==> src/rtl/adc_requant.sv <==
module adc_requant #(
  parameter int IN_W  = 16,
  parameter int OUT_W = 12,
  parameter logic [15:0] SEED = 16'hACE1
) (
  input  logic             clk,
  input  logic             rst,
  input  logic             in_valid,
  input  logic [IN_W-1:0]  in_data,
  input  logic [1:0]       in_fmt,
  input  logic [1:0]       red_mode,
  output logic             out_valid,
  output logic [OUT_W-1:0] out_data,
  output logic             out_clip
);
  localparam int CW = IN_W + 2;
  localparam int SB = IN_W - OUT_W;
  localparam int SU = SB + 1;
  localparam int HB = (1 << SB) >> 1;
  localparam int HU = (1 << SU) >> 1;
  localparam int MB = (1 << SB) - 1;
  localparam int MU = (1 << SU) - 1;
  localparam logic signed [CW-1:0] PMAX = CW'((1 << (OUT_W-1)) - 1);
  localparam logic signed [CW-1:0] NMAX = -PMAX;

  logic [15:0] lfsr;
  logic signed [CW-1:0] conv, conv_c, addv, dmask, s1_sum, shifted;
  logic bip, is_min;
  logic s1_v, s1_uni, s1_clip;
  logic s2_v, s2_clip;
  logic [OUT_W-1:0] s2_data;

  always_comb begin
    case (in_fmt)
      2'd0:    conv = {{2{~in_data[IN_W-1]}}, ~in_data[IN_W-1], in_data[IN_W-2:0]};
      2'd2:    conv = {2'b00, in_data};
      default: conv = {{2{in_data[IN_W-1]}}, in_data};
    endcase
  end

  assign bip    = (in_fmt != 2'd2);
  assign is_min = bip && conv[IN_W-1] && (conv[IN_W-2:0] == '0);
  assign conv_c = is_min ? conv + CW'(1) : conv;
  assign dmask  = bip ? CW'(MB) : CW'(MU);

  always_comb begin
    case (red_mode)
      2'd0:    addv = '0;
      2'd2:    addv = CW'(lfsr) & dmask;
      default: addv = bip ? CW'(HB) : CW'(HU);
    endcase
  end

  always_ff @(posedge clk) begin
    if (rst) lfsr <= SEED;
    else if (in_valid) lfsr <= {lfsr[14:0], lfsr[15] ^ lfsr[13] ^ lfsr[12] ^ lfsr[10]};
  end

  always_ff @(posedge clk) begin
    if (rst) begin
      s1_v <= 1'b0;
      s1_clip <= 1'b0;
    end else begin
      s1_v <= in_valid;
      s1_clip <= in_valid & is_min;
    end
    s1_sum <= conv_c + addv;
    s1_uni <= ~bip;
  end

  assign shifted = s1_uni ? (s1_sum >>> SU) : (s1_sum >>> SB);

  always_ff @(posedge clk) begin
    if (rst) begin
      s2_v <= 1'b0;
      s2_clip <= 1'b0;
    end else begin
      s2_v <= s1_v;
      s2_clip <= s1_v & (s1_clip | (shifted > PMAX) | (shifted < NMAX));
    end
    if (shifted > PMAX)      s2_data <= PMAX[OUT_W-1:0];
    else if (shifted < NMAX) s2_data <= NMAX[OUT_W-1:0];
    else                     s2_data <= shifted[OUT_W-1:0];
  end

  assign out_valid = s2_v;
  assign out_data  = s2_data;
  assign out_clip  = s2_clip;
endmodule


==> config.mk <==
export PLATFORM = sky130hd
export DESIGN_NAME = adc_requant
export DESIGN_NICKNAME = d
export VERILOG_FILES = /design/src/rtl/adc_requant.sv
export SDC_FILE = /design/constraint.sdc
export NUM_CORES = 1
export LEC_CHECK = 0
export ABC_AREA = 1
export ABC_CLOCK_PERIOD_IN_PS = 1900
export BUFFER_PORTS_ARGS = -buffer_cell sky130_fd_sc_hd__buf_2
export CAP_MARGIN = 25
export CORE_UTILIZATION = 50
export DETAILED_ROUTE_END_ITERATION = 6
export PLACE_DENSITY = 0.75
export SLEW_MARGIN = 25
export SYNTH_ARGS = -nofsm -noshare
export SYNTH_HDL_FRONTEND = slang
export SYNTH_SLANG_ARGS = --single-unit
==> constraint.sdc <==
create_clock -name clk -period 1.9 [get_ports clk]
set_input_delay 0.095 -clock clk [delete_from_list [all_inputs] [get_ports clk]]
set_output_delay 0.095 -clock clk [all_outputs]
set_load 0.03 [all_outputs]
==> flow_metrics.env <==
export IMPL_drtIter0Drc=77
export IMPL_numCtsBuffers=5
export IMPL_post_route_period_util=0.939
export IMPL_drc=0
export IMPL_setup_ws_ns=0.116
export IMPL_cts_max_path_buffers=2
export IMPL_num_rows=24
export IMPL_utilization=0.654
export IMPL_portBuffers=36
export IMPL_leakagePower_nw=1.46
export IMPL_insertion_delay_ns=0.29
export IMPL_htreeDepth=2
export IMPL_pwr_share_comb=0.222
export IMPL_antenna_found_initial=0
export IMPL_drive_gt1_frac=0.257
export IMPL_grt_ovfl_total=0
export IMPL_cp_max_fo=8
export IMPL_grt_pass1_vias=1807
export IMPL_max_slew_margin_rel=0.704
export IMPL_hold_class="in2reg"
export IMPL_grt_pass1_wl_um=7510
export IMPL_core_sq_um=4380
export IMPL_dieArea_sq_um=4890
export IMPL_netlist_instances=333
export IMPL_grt_util_all_layers=0.188
export IMPL_clock_sinks=47
export IMPL_worstSetupPathType="reg2reg"
export IMPL_routed_wl_um=4420
export IMPL_crit_arrival_ns=1.96
export IMPL_vias=2164
export IMPL_synth_cell_types=31
export IMPL_setup_violations=0
export IMPL_netSwitchingFraction=0.288
export IMPL_whs_ns=0.133
export IMPL_diodes=0
export IMPL_syn_to_final_growth_pct=24.2
export IMPL_place_congestion=0.884
export IMPL_crit_path_start_kind="flop"
export IMPL_cp_end_kind="flop"
export IMPL_wl_per_cell_um=9.85
export IMPL_async_flop_share=0
export IMPL_ant_nets=0
export IMPL_place_hpwl_um=3450
export IMPL_initial_core_util=0.526
export IMPL_netlist_area_sq_um=2310
export IMPL_dieWidth_um=69.9
export IMPL_hold_viol=0
export IMPL_fin_cells=449
export IMPL_die_y_um=69.9
export IMPL_nets=425
export IMPL_tritoncts="built"
export IMPL_rsz0062_at_grt="true"
export IMPL_power_density_nw_per_um2=739
export IMPL_maxSlewViolCount=0
export IMPL_status="completed"
export IMPL_vias_per_cell=4.82
export IMPL_num_io_pins=37
export IMPL_ys_seq_area_frac=0.408
export IMPL_cp_required_ns=2.08
export IMPL_p_sw_uw=611
export IMPL_dp_slack_ns=-0.314
export IMPL_yosys_warnings=0
export IMPL_tns_ns=0
export IMPL_place_inst=437
export IMPL_clkPwrFrac=0.254
export IMPL_cts_clk_slew_worst_paths_ns=0.08
export IMPL_drt_pre_antenna_iters=4
export IMPL_synth_nets=362
export IMPL_seqPwrFrac=0.523
export IMPL_cts_root_buf="clkbuf_8"
export IMPL_ir_worst_vdd_mv=0.368
export IMPL_ys_flop_type="dfxtp_1"
export IMPL_cap_violations=0
export IMPL_finClkSkew_ns=0.00775
export IMPL_nFillCells=430
export IMPL_ys_seq_elements=47
export IMPL_synth_edff_count=0
export IMPL_clock_fmax_mhz=561
export IMPL_grt_max_degree=20
export IMPL_cell_internal_pwr_mw=1.51
export IMPL_avgSynthCellArea_sq_um=6.93
export IMPL_layout_min_cycle_time_ns=1.78
export IMPL_worst_slew_pin_slew_ns=0.444
## critical path: stages (launching register included)
cell,delay (ns)
dfxtp_2,0.33
a21oi_1,0.11
nor3_1,0.06
ha_1,0.34
nand2_2,0.11
nor4_4,0.31
nand3_4,0.11
nand2_4,0.13
nand2_1,0.06
nand2_1,0.06
nand2_1,0.05
## registers in the layout, indices dropped and copies added (netlist names)
signal,flops
lfsr,16
s1_sum,14
out_data,12
out_clip,1
out_valid,1
s1_clip,1
s1_uni,1
s1_v,1
## routing by layer
metal | GRT usage | share of wire
met1 | 0.249 | 0.47
met2 | 0.307 | 0.48
met3 | 0.0390 | 0.042
met4 | 0.0600 | 0.0066
met5 | 0 | 0
## cell usage after synthesis, types with 2 or more instances
| cell | n | area, sq um |
|---|---|---|
| a21oi_1 | 12 | 60.1 |
| buf_6 | 3 | 33.8 |
| clkbuf_1 | 8 | 30.0 |
| dfxtp_1 | 47 | 941 |
| ha_1 | 6 | 75.1 |
| inv_1 | 36 | 135 |
| nand2_1 | 102 | 383 |
| nand2_2 | 2 | 12.5 |
| nand2_4 | 2 | 22.5 |
| nand3_1 | 25 | 125 |
| nand4_1 | 6 | 37.5 |
| nor2_1 | 36 | 135 |
| nor3_1 | 5 | 25.0 |
| nor4_1 | 5 | 31.3 |
| o21ai_0 | 20 | 100 |
| xor2_1 | 3 | 26.3 |
## final timing paths
path	startpoint	end	slack, ns	cells after the start
max reg2reg	lfsr[4]$_SDFFE_PP0P_	s1_sum[13]$_DFF_P_	0.12	10
min reg2reg	s1_sum[17]$_DFF_P_	out_data[11]$_SDFF_PP0_	0.39	0
min	in_data[12]	s1_sum[12]$_DFF_P_	0.13	4
max	lfsr[4]$_SDFFE_PP0P_	s1_sum[13]$_DFF_P_	0.12	10
## cell usage in the layout (no fill, tap or decap), types with 3 or more instances in the layout
cell,instances
nand2_4,3
nand4_1,6
nand2_2,5
xor2_1,3
nand2_1,98
clkbuf_8,5
o21ai_0,19
a21oi_1,11
inv_1,34
dfxtp_1,45
buf_4,30
ha_1,5
nor2_2,5
inv_2,3
nor4_1,5
buf_2,36
nor3_1,3
nand3_1,24
nor2_1,32
## area by class of cell
type,instances,area (sq um),area share
multi-input combinational,236,1210,0.422
sequential,47,946,0.330
timing repair buffer,67,415,0.145
inverter,39,148,0.0515
clock buffer,7,76.3,0.0266
tap,52,65.1,0.0227
clock inverter,1,5.00,0.00175
## what timing repair did
action	4_1_cts	5_1_grt
resized for setup	1	19
hold buffers	1	0
pin swaps	0	11
hold endpoints to repair	1	0
endpoints found under the setup margin	2	26
setup buffers	0	3
## power by group through the flow
stage | registers (mW) | clock network [mW] | logic [mW]
floorplan | 1.20 | 0 | 0.229
global placement | 1.13 | 0 | 0.445
detailed placement | 1.13 | 0 | 0.452
CTS | 1.11 | 0.558 | 0.456
global route | 1.12 | 0.600 | 0.525
finish | 1.11 | 0.539 | 0.471
## cell families (layout without fill, tap and decap cells)
family | Yosys count | in the layout | synth area share
xor+xnor | 4 | 4 | 0.0152
fa+ha+maj | 6 | 6 | 0.0325
compound gates | 35 | 35 | 0.0830
buf+inv | 50 | 114 | 0.0916
simple gates | 191 | 191 | 0.370
flops | 47 | 47 | 0.408
## metrics by stage
step / instance area (sq um) / power (mW)
6_report: 2870 / 2.12
5_1_grt: 2870 / 2.24
4_1_cts: 2790 / 2.12
3_5_place_dp: 2700 / 1.58
3_3_place_gp: 2700 / 1.57
2_1_floorplan: 2320 / 1.43
Note: power is estimated with default switching activity, not from simulation.
